==> src/rtl/exc_pkg.sv <==
`timescale 1ns/1ps
package exc_pkg;

  localparam int CODE_W = 4;

  typedef enum logic [CODE_W-1:0] {
    EXC_NONE     = 4'd0,
    EXC_IRQ      = 4'd1,
    EXC_PCADDR   = 4'd2,
    EXC_ILLEGAL  = 4'd3,
    EXC_OVERFLOW = 4'd4,
    EXC_DADDR    = 4'd5
  } exc_code_e;

  // fault source index 0 = fetch, 1 = decode, 2 = execute, 3 = memory
  function automatic exc_code_e src_code(input int idx);
    return exc_code_e'(4'(idx + 2));
  endfunction

endpackage

==> src/rtl/exc_stage_track.sv <==
`timescale 1ns/1ps
module exc_stage_track
  import exc_pkg::*;
#(
  parameter int AW   = 32,
  parameter int NSTG = 3
) (
  input  logic          clk,
  input  logic          rst,
  input  logic          f_valid_i,
  input  logic [AW-1:0] f_pc_i,
  input  logic [NSTG:0] fault_i,
  input  logic          flush_i,
  output logic          m_valid_o,
  output logic [AW-1:0] m_pc_o,
  output exc_code_e     m_code_o
);

  logic          vld_q  [NSTG];
  logic [AW-1:0] pc_q   [NSTG];
  exc_code_e     code_q [NSTG];
  logic          nxt_v  [NSTG];
  logic [AW-1:0] nxt_pc [NSTG];
  exc_code_e     nxt_c  [NSTG];
  logic [NSTG-1:0] vld_vec;

  // entry 0 holds the decode instruction, entry NSTG-1 the commit instruction
  for (genvar k = 0; k < NSTG; k++) begin : g_stage
    if (k == 0) begin : g_head
      assign nxt_v[k]  = f_valid_i;
      assign nxt_pc[k] = f_pc_i;
      assign nxt_c[k]  = fault_i[0] ? src_code(0) : EXC_NONE;
    end else begin : g_body
      assign nxt_v[k]  = vld_q[k-1];
      assign nxt_pc[k] = pc_q[k-1];
      // an earlier recorded fault is kept; otherwise the local one is added
      assign nxt_c[k]  = (code_q[k-1] != EXC_NONE) ? code_q[k-1]
                       : (fault_i[k] ? src_code(k) : EXC_NONE);
    end
  end

  always_ff @(posedge clk) begin
    for (int k = 0; k < NSTG; k++) begin
      if (rst || flush_i) vld_q[k] <= 1'b0;
      else                vld_q[k] <= nxt_v[k];
      if (rst) begin
        pc_q[k]   <= '0;
        code_q[k] <= EXC_NONE;
      end else begin
        pc_q[k]   <= nxt_pc[k];
        code_q[k] <= nxt_c[k];
      end
    end
  end

  always_comb begin
    for (int k = 0; k < NSTG; k++) vld_vec[k] = vld_q[k];
  end

  assign m_valid_o = vld_q[NSTG-1];
  assign m_pc_o    = pc_q[NSTG-1];
  assign m_code_o  = (code_q[NSTG-1] != EXC_NONE) ? code_q[NSTG-1]
                   : (fault_i[NSTG] ? src_code(NSTG) : EXC_NONE);

  AST_FLUSH_INVALIDATES: assert property (@(posedge clk) disable iff (rst)
    flush_i |=> (vld_vec == '0));

endmodule

==> src/rtl/exc_irq_prio.sv <==
`timescale 1ns/1ps
module exc_irq_prio #(
  parameter int NIRQ = 4,
  parameter int IDXW = 2
) (
  input  logic            clk,
  input  logic            rst,
  input  logic [NIRQ-1:0] irq_i,
  input  logic            en_i,
  output logic            any_o,
  output logic [IDXW-1:0] idx_o
);

  logic [NIRQ-1:0] req_q;
  logic [NIRQ-1:0] req_m;
  logic [NIRQ-1:0] low_mask;

  always_ff @(posedge clk) begin
    if (rst) req_q <= '0;
    else     req_q <= irq_i;
  end

  assign req_m = en_i ? req_q : '0;
  assign any_o = |req_m;

  always_comb begin
    idx_o = '0;
    for (int i = NIRQ - 1; i >= 0; i--) begin
      if (req_m[i]) idx_o = IDXW'(i);
    end
  end

  assign low_mask = (NIRQ'(1) << idx_o) - NIRQ'(1);

  AST_LOWEST_LINE_WINS: assert property (@(posedge clk) disable iff (rst)
    any_o |-> (req_m[idx_o] && ((req_m & low_mask) == '0)));
  AST_MASKED_WHEN_DISABLED: assert property (@(posedge clk) disable iff (rst)
    !en_i |-> !any_o);

endmodule

==> src/rtl/exc_csr.sv <==
`timescale 1ns/1ps
module exc_csr
  import exc_pkg::*;
#(
  parameter int AW   = 32,
  parameter int IDXW = 2
) (
  input  logic            clk,
  input  logic            rst,
  input  logic            take_i,
  input  exc_code_e       take_code_i,
  input  logic [IDXW-1:0] take_idx_i,
  input  logic [AW-1:0]   take_pc_i,
  input  logic            eret_i,
  input  logic            sw_we_i,
  input  logic            sw_sel_i,
  input  logic [AW-1:0]   sw_wdata_i,
  output logic [AW-1:0]   epc_o,
  output logic            ie_o,
  output logic            kmode_o,
  output logic [AW-1:0]   rdata_o
);

  localparam int IDX_LSB = 8;

  logic [AW-1:0]   epc_q;
  exc_code_e       code_q;
  logic [IDXW-1:0] idx_q;
  logic            ie_q;
  logic            km_q;
  logic [AW-1:0]   cause_word;

  always_ff @(posedge clk) begin
    if (rst) begin
      epc_q  <= '0;
      code_q <= EXC_NONE;
      idx_q  <= '0;
      ie_q   <= 1'b0;
      km_q   <= 1'b1;
    end else if (take_i) begin
      epc_q  <= take_pc_i;
      code_q <= take_code_i;
      idx_q  <= take_idx_i;
      ie_q   <= 1'b0;
      km_q   <= 1'b1;
    end else begin
      if (eret_i) begin
        ie_q <= 1'b1;
        km_q <= 1'b0;
      end
      if (sw_we_i) epc_q <= sw_wdata_i;
    end
  end

  always_comb begin
    cause_word                     = '0;
    cause_word[CODE_W-1:0]         = code_q;
    cause_word[IDX_LSB +: IDXW]    = idx_q;
  end

  assign rdata_o = sw_sel_i ? cause_word : epc_q;
  assign epc_o   = epc_q;
  assign ie_o    = ie_q;
  assign kmode_o = km_q;

  AST_TAKE_MASKS_IRQ: assert property (@(posedge clk) disable iff (rst)
    take_i |=> (!ie_q && km_q));
  AST_ERET_RESTORES: assert property (@(posedge clk) disable iff (rst)
    (eret_i && !take_i) |=> (ie_q && !km_q));
  AST_EPC_CAPTURE: assert property (@(posedge clk) disable iff (rst)
    take_i |=> (epc_q == $past(take_pc_i)));
  AST_SW_EPC_WRITE: assert property (@(posedge clk) disable iff (rst)
    (sw_we_i && !take_i) |=> (epc_q == $past(sw_wdata_i)));

endmodule

==> src/rtl/exc_commit_ctrl.sv <==
`timescale 1ns/1ps
module exc_commit_ctrl
  import exc_pkg::*;
#(
  parameter int          AW         = 32,
  parameter int          NIRQ       = 4,
  parameter logic [31:0] HANDLER_PC = 32'h0000_1010
) (
  input  logic            clk,
  input  logic            rst,
  input  logic            f_valid_i,
  input  logic [AW-1:0]   f_pc_i,
  input  logic            f_fault_i,
  input  logic            d_illegal_i,
  input  logic            e_ovf_i,
  input  logic            m_dfault_i,
  input  logic            m_eret_i,
  input  logic [NIRQ-1:0] irq_i,
  input  logic            sw_we_i,
  input  logic            sw_sel_i,
  input  logic [AW-1:0]   sw_wdata_i,
  output logic [AW-1:0]   sw_rdata_o,
  output logic            commit_o,
  output logic            kill_f_o,
  output logic            kill_d_o,
  output logic            kill_e_o,
  output logic            kill_wb_o,
  output logic            redirect_o,
  output logic [AW-1:0]   redirect_pc_o,
  output logic            ie_o,
  output logic            kmode_o
);

  localparam int NSTG = 3;
  localparam int IDXW = (NIRQ > 1) ? $clog2(NIRQ) : 1;

  logic            m_valid;
  logic [AW-1:0]   m_pc;
  exc_code_e       m_code;
  logic            irq_any;
  logic [IDXW-1:0] irq_idx;
  logic            irq_take;
  logic            exc_take;
  logic            take;
  logic            eret_c;
  logic            flush;
  exc_code_e       take_code;
  logic [IDXW-1:0] take_idx;
  logic [AW-1:0]   epc;
  logic            ie;
  logic [NSTG:0]   faults;

  assign faults = {m_dfault_i, e_ovf_i, d_illegal_i, f_fault_i};

  exc_stage_track #(.AW(AW), .NSTG(NSTG)) u_track (
    .clk       (clk),
    .rst       (rst),
    .f_valid_i (f_valid_i),
    .f_pc_i    (f_pc_i),
    .fault_i   (faults),
    .flush_i   (flush),
    .m_valid_o (m_valid),
    .m_pc_o    (m_pc),
    .m_code_o  (m_code)
  );

  exc_irq_prio #(.NIRQ(NIRQ), .IDXW(IDXW)) u_prio (
    .clk   (clk),
    .rst   (rst),
    .irq_i (irq_i),
    .en_i  (ie),
    .any_o (irq_any),
    .idx_o (irq_idx)
  );

  // commit-point decision: interrupt, then synchronous fault, then return
  assign irq_take  = m_valid && irq_any;
  assign exc_take  = m_valid && (m_code != EXC_NONE);
  assign take      = irq_take || exc_take;
  assign eret_c    = m_valid && m_eret_i && !take;
  assign flush     = take || eret_c;
  assign take_code = irq_take ? EXC_IRQ : m_code;
  assign take_idx  = irq_take ? irq_idx : '0;

  exc_csr #(.AW(AW), .IDXW(IDXW)) u_csr (
    .clk         (clk),
    .rst         (rst),
    .take_i      (take),
    .take_code_i (take_code),
    .take_idx_i  (take_idx),
    .take_pc_i   (m_pc),
    .eret_i      (eret_c),
    .sw_we_i     (sw_we_i),
    .sw_sel_i    (sw_sel_i),
    .sw_wdata_i  (sw_wdata_i),
    .epc_o       (epc),
    .ie_o        (ie),
    .kmode_o     (kmode_o),
    .rdata_o     (sw_rdata_o)
  );

  assign commit_o      = m_valid && !take;
  assign kill_f_o      = flush;
  assign kill_d_o      = flush;
  assign kill_e_o      = flush;
  assign kill_wb_o     = take;
  assign redirect_o    = flush;
  assign redirect_pc_o = take ? AW'(HANDLER_PC) : epc;
  assign ie_o          = ie;

  AST_REDIRECT_AT_COMMIT: assert property (@(posedge clk) disable iff (rst)
    redirect_o |-> m_valid);
  AST_WB_KILL_NOT_COMMIT: assert property (@(posedge clk) disable iff (rst)
    !(kill_wb_o && commit_o));

endmodule

==> config.mk <==
export PLATFORM = sky130hd
export DESIGN_NAME = exc_commit_ctrl
export DESIGN_NICKNAME = d
export VERILOG_FILES = /design/src/rtl/exc_pkg.sv /design/src/rtl/exc_stage_track.sv /design/src/rtl/exc_irq_prio.sv /design/src/rtl/exc_csr.sv /design/src/rtl/exc_commit_ctrl.sv
export SDC_FILE = /design/constraint.sdc
export NUM_CORES = 1
export LEC_CHECK = 0
export ABC_CLOCK_PERIOD_IN_PS = 6400
export BUFFER_PORTS_ARGS = -buffer_cell sky130_fd_sc_hd__buf_2
export CAP_MARGIN = 40
export CORE_ASPECT_RATIO = 1.4
export CORE_MARGIN = 3
export CORE_UTILIZATION = 50
export DETAILED_ROUTE_END_ITERATION = 10
export HOLD_SLACK_MARGIN = 0.08
export PLACE_DENSITY = 0.76
export SETUP_SLACK_MARGIN = 0.5
export SLEW_MARGIN = 20
export SYNTH_ARGS = -nofsm -noshare
export SYNTH_HDL_FRONTEND = slang
export SYNTH_HIERARCHICAL = 1
export SYNTH_SLANG_ARGS = --single-unit
==> constraint.sdc <==
create_clock -name clk -period 6.4 [get_ports clk]
set_clock_uncertainty 0.05 [all_clocks]
set_input_delay 1.92 -clock clk [delete_from_list [all_inputs] [get_ports clk]]
set_output_delay 1.92 -clock clk [all_outputs]
set_load 0.02 [all_outputs]
Word level (Yosys, flattened, before mapping)
Memories as Yosys holds them, arrays and structs flattened.
Index checks and enable logic that the tools add are counted.
{"block": "classes", "bitwise_logic": 9, "reduce_logical": 16, "n_mux": 33}
{"operator": "$mux W32", "count": 7}
{"operator": "$mux W4", "count": 8}
{"operator": "$reduce_bool A4 Y1", "count": 4}
{"operator": "$mux W2", "count": 7}
{"operator": "$mux W1", "count": 9}
{"operator": "$or A1 B1 Y1", "count": 9}
{"operator": "$mux W3", "count": 2}
{"operator": "$logic_and A1 B1 Y1", "count": 5}
{"operator": "$reduce_or A4 Y1", "count": 1}
{"operator": "$logic_or A1 B1 Y1", "count": 3}
{"operator": "$reduce_bool A2 Y1", "count": 1}
{"operator": "$reduce_or A2 Y1", "count": 1}
{"operator": "$logic_not A1 Y1", "count": 1}
{"block": "word_totals", "ramBits": 111, "output_inout_bits": 72, "wordCells": 67, "mem_count": 3, "in_bits": 78, "reg_bits": 44}
{"name": "u_track.pc_q", "words": 3, "word_bits": 32, "rd": 3, "rd_clocked_by_memory_dff": 0, "write_ports": 3, "line_no": "exc_stage_track.sv:20", "text": "logic [AW-1:0] pc_q [NSTG];"}
{"name": "u_track.code_q", "words": 3, "word_bits": 4, "rd": 3, "rd_clocked_by_memory_dff": 0, "write_ports": 3, "line_no": "exc_stage_track.sv:21", "text": "exc_code_e code_q [NSTG];"}
{"name": "u_track.vld_q", "words": 3, "word_bits": 1, "rd": 3, "rd_clocked_by_memory_dff": 0, "write_ports": 3, "line_no": "exc_stage_track.sv:19", "text": "logic vld_q [NSTG];"}

Depth between registers and ports, before layout
An unclocked memory read counts as a cell.
{"block": "depth", "word_depth": 13, "mapped_depth": 9, "mapped_depth_nobuf": 6}

Modules after synthesis
Netlist, hierarchy kept.
{"module": "exc_stage_track", "area_each_um2": 2882.8, "cells_per_inst": 229, "seq_area_each_um2": 2102.0, "n_inst": 1}
{"module": "exc_csr", "area_each_um2": 2072.0, "cells_per_inst": 203, "seq_area_each_um2": 800.8, "n_inst": 1}
{"module": "exc_commit_ctrl", "area_each_um2": 778.2, "cells_per_inst": 124, "seq_area_each_um2": 0.0, "n_inst": 1}
{"module": "exc_irq_prio", "area_each_um2": 146.4, "cells_per_inst": 15, "seq_area_each_um2": 80.1, "n_inst": 1}

Worst setup path after synthesis
No wires, ideal clock.
{"block": "synth_timing", "path_kind": "input-to-output", "start": "input m_dfault_i", "end": "output commit_o", "path_stages": 5, "path_slack_ns": 1.189, "n_path_buf": 1, "arrival_time_ns": 3.241, "required_time_ns": 4.430, "cell_sequence": "nand2b_1 > o21bai_1 > or3_1 > buf_6 > nor4b_1"}
{"block": "synth_via", "elab_chain_cells": 7}
{"item": "from (decl)", "line_no": "exc_commit_ctrl.sv:16", "text": "input logic m_dfault_i,"}
{"item": "$mux W3", "line_no": "exc_stage_track.sv:63", "text": ": (fault_i[NSTG] ? src_code(NSTG) : EXC_NONE);"}
{"item": "$mux W4", "line_no": "exc_stage_track.sv:62", "text": "assign m_code_o = (code_q[NSTG-1] != EXC_NONE) ? code_q[NSTG-1]"}
{"item": "named net m_code[0]", "line_no": "exc_commit_ctrl.sv:39", "text": "exc_code_e m_code;"}
{"item": "$reduce_bool A4 Y1", "line_no": "exc_commit_ctrl.sv:78", "text": "assign exc_take = m_valid && (m_code != EXC_NONE);"}
{"item": "$logic_and A1 B1 Y1", "line_no": "exc_commit_ctrl.sv:78"}
{"item": "$logic_or A1 B1 Y1", "line_no": "exc_commit_ctrl.sv:79", "text": "assign take = irq_take || exc_take;"}
{"item": "$logic_not A1 Y1", "line_no": "exc_commit_ctrl.sv:102", "text": "assign commit_o = m_valid && !take;"}
{"item": "$logic_and A1 B1 Y1", "line_no": "exc_commit_ctrl.sv:102"}
{"item": "to (decl)", "line_no": "exc_commit_ctrl.sv:23", "text": "output logic commit_o,"}
The timed path passes the listed nets, and every way through them passes these cells.

Worst setup path after layout
Same ends and word-level chain as after synthesis.

==> metrics.md <==
| Metric | Value |
|---|---|
| Status | finished, final reports clean |
| Synth Area in Adders | 0 |
| Max-slew headroom | 0.547 |
| # DRC | 0 |
| Worst hold path class | reg2reg |
| Finished Layout Cells | 856 |
| Buffers added on ports | 149 |
| Wire length per cell | 14.2 µm |
| Diode count | 0 |
| Worst Path Buf+Inv | 3 |
| Final Util | 0.630 |
| Slew Viols, Final | 0 |
| HPWL Detailed | 8510 µm |
| Main combinational cell family by area after synthesis | simple AND/OR/NAND/NOR gates |
| Share of layout cells above drive strength 1 | 0.320 |
| Hold Path Cell Cnt | 1 |
| Die width | between 90 and 100 µm |
| GRT Residual Overflow | 0 |
| FF-to-FF Start | u_prio/req_q[1]$_SDFF_PP0_ |
| Num CTS Buffers | 17 |
| Most frequent cell after synthesis | nor2b_1 |
| Routed vias | 4,212 |
| Final Wtd Congestion | 0.828 |
| Min-Delay Endpoint | u_track/code_q[1][0]$_SDFF_PP0_ |
| Worst path cell trace | buf_2 -> nand2b_1 -> o21bai_1 -> or3_1 -> buf_4 -> nor4b_1 -> buf_2 |
| GR Util All Layers | 0.186 |
| CP endpoint kind | output pin |
| Initial antenna violation count | 1 |
| Worst Tran Pin Value | 0.679 ns |
| R2R Setup Slk | 3.13 ns |
| Critical path class | in2out |
| Synthesis Warnings | 6 |
| Critical path's top delay family | simple AND/OR/NAND/NOR gates |
| Critical Path Source Type | input port |
| Critical path required time | 4.43 ns |
| Routed wire length | between 10,000 and 15,000 µm |
| R2r worst-path depth | 7 |
| RSZ-0062 raised after global routing | no |
| Cell Rows | 46 |
| First-pass GRT wire length | 19,600 µm |
| Worst path slowest cell | or3_1 |
| Max frequency | 180 MHz |
| RR Endpoint | u_csr/epc_o[15]$_SDFFE_PP0P_ |
| IO Count | 150 |
| Number of setup violations in the final report | 0 |
| Setup Total Neg Slack | 0 ns |
| Synth cell types | 35 |
| DRT Pass-1 Iters | 4 |
| Hold Crit Start | u_track/code_q[0][1]$_SDFF_PP0_ |
| Top post-synthesis cells by area | dfxtp_1, nor2b_1, mux2i_1, or3b_2, a211oi_1 |
| Longest Clk Path Bufs | 2 |
| Async SR Flop Fraction | 0 |
| Mapped Cells | roughly 570 |
| Area grow syn2layout | 22.0% |
| Clock Latency Late Sink | 0.41 ns |
| Clock Sinks | 149 |
| LEAKAGE | 3.19 nW |
| Core area | 11,400 µm² |
| Initial Utilization | 0.516 |
| Largest fanout on the critical path | 20 |
| Inst Count DP | 823 |
| Final WS setup | between 0.8 and 0.9 ns |
| Post-synthesis mux area share | 0.0762 |
| Die area | 13,100 µm² |
| Die Y | 134 µm |
| Maximum vdd ir drop | 0.208 mV |
| Xor/xnor share of the synthesized area | 0 |
| Root buffer cell | clkbuf_16 |
| Synthesized net count | around 650 |
| Flops & latches, synth | 149 |
| TritonCTS clock tree | built |
| Cell Pwr Density | 303 nW/µm² |
| Layout Nets | 777 |
| Yosys top cell area share | 0.507 |
| Synth top cells by count | nor2b_1, dfxtp_1, mux2i_1, inv_1, o22ai_1 |
| Final period utilization | 0.866 |
| Post-CTS Setup Bufs | 0 |
| Most frequent CP cell | buf_2 |
| Min Tclk post-route | 5.54 ns |
| Largest net degree at the start of global routing | 95 |
| Final Hold Viols | 0 |
| CTS hold repair buffers | 0 |
| Fillers | 923 |
| Syn_area_per_cell | 10.3 µm² |
| Iteration-0 DRC Markers | approximately 170 |
| Arrival time worst endpoint | between 3 and 4 ns |
| Max Cap Viol | 0 |
| Post-synthesis sequential area ratio | 0.507 |
| Max incr delay on CP | between 0.5 and 0.6 ns |
| Drt via density | 4.92 |
| Worst-path clk slew | 0.06 ns |
| Post-synthesis compound-gate area fraction | 0.0926 |
| Post-route ant nets | 0 |
| H-Tree Depth | 4 |
| Largest area contributor in the netlist | dfxtp_1 |
| Primary FF master, synth | dfxtp_1 |
| Synth Area in Simple Gates | 0.247 |
| Place WS | approximately 0.87 ns |
| Post-Syn Area | 5880 µm² |
| Cts repair resizes | 0 |
| Number of global-route vias before repair | 4,064 |
| Post-synth EDFFs | 0 |
-- layout make-up --
| class | instances | area, µm² | share of cell area |
|---|---|---|---|
| repair buffers | 157 | 856 | 0.119 |
| clock buffers | 20 | 447 | 0.0622 |
| multi-input cells | 341 | 2450 | 0.342 |
| well taps | 144 | 180 | 0.0251 |
| inverters | 33 | 124 | 0.0173 |
| flip-flops and latches | 149 | 2980 | 0.416 |
| clock inverters | 12 | 131 | 0.0183 |
-- layout by cell type (no fill, tap or decap), types with 2 or more instances in the layout --
| cell | Yosys | final |
|---|---|---|
| clkinv_2 | 0 | 4 |
| a211oi_1 | 25 | 25 |
| and2_1 | 6 | 6 |
| clkbuf_1 | 16 | 2 |
| a211oi_2 | 7 | 7 |
| o22ai_1 | 30 | 30 |
| buf_4 | 15 | 5 |
| inv_1 | 32 | 32 |
| mux2i_1 | 38 | 38 |
| mux2_2 | 6 | 6 |
| or3b_2 | 25 | 25 |
| bufinv_16 | 0 | 2 |
| buf_8 | 0 | 2 |
| buf_2 | 11 | 148 |
| nor2b_1 | 161 | 161 |
| dfxtp_1 | 149 | 149 |
| o22a_1 | 2 | 2 |
| clkbuf_16 | 0 | 17 |
| nand2_1 | 2 | 2 |
| nand2b_1 | 4 | 4 |
| nor2_1 | 11 | 11 |
| o41a_1 | 2 | 2 |
| or3b_1 | 5 | 5 |
| or3_1 | 3 | 3 |
| clkinv_4 | 0 | 5 |
| and3_1 | 2 | 2 |
-- cells by family (layout without fill, tap and decap cells) --
| kind of cell | Yosys count | after routing |
|---|---|---|
| and+or+nand+nor | 224 | 224 |
| DFF | 149 | 149 |
| other | 1 | 1 |
| muxes | 44 | 44 |
| AOI/OAI and AO/OA | 72 | 72 |
| buffers and inverters | 81 | 222 |
-- through the flow --
stage               hold WS, ns  power (W)  instance area [µm²]
floorplan                 0.347    0.00118                 5880
global placement          0.357    0.00123                 6520
detailed placement        0.364    0.00125                 6570
CTS                       0.377    0.00219                 7150
global route              0.391    0.00226                 7180
finish                    0.376    0.00217                 7180
-- where the power goes --
| part | total, W | internal, W | leakage (nW) | switching, W |
|---|---|---|---|---|
| logic | 0.000233 | 0.000106 | 1.68 | 0.000126 |
| clock network | 0.000945 | 0.000583 | 0.284 | 0.000361 |
| registers | 0.000995 | 0.000972 | 1.23 | 0.0000237 |
-- flip-flops by register name, summed over array words and instances, names as in the netlist --
register        count
u_csr/idx_q         2
u_csr/ie_o          1
u_csr/code_q        4
u_csr/kmode_o       1
u_track/pc_q       96
u_track/code_q      6
u_track/vld_q       3
u_csr/epc_o        32
u_prio/req_q        4
-- worst max path at each step --
stage | startpoint | cells after the start | end | slack [ns]
6_report | m_dfault_i | 7 | commit_o | 0.86
5_1_grt | m_dfault_i | 7 | commit_o | 0.75
4_1_cts | m_dfault_i | 7 | commit_o | 0.86
3_5_place_dp | m_dfault_i | 7 | commit_o | 0.87
3_3_place_gp | m_dfault_i | 5 | redirect_o | 0.84
2_1_floorplan | m_dfault_i | 5 | commit_o | 1.19
-- per-layer routing --
layer,routed length [µm],vias to the layer above,global-route usage,share of wire
li1,-,2139,-,-
met1,5010,1912,0.216,0.41
met2,5980,129,0.307,0.49
met3,808,30,0.0692,0.067
met4,344,2,0.0824,0.028
met5,13,-,0,0.0011
Note: power is estimated with default switching activity, not from simulation.
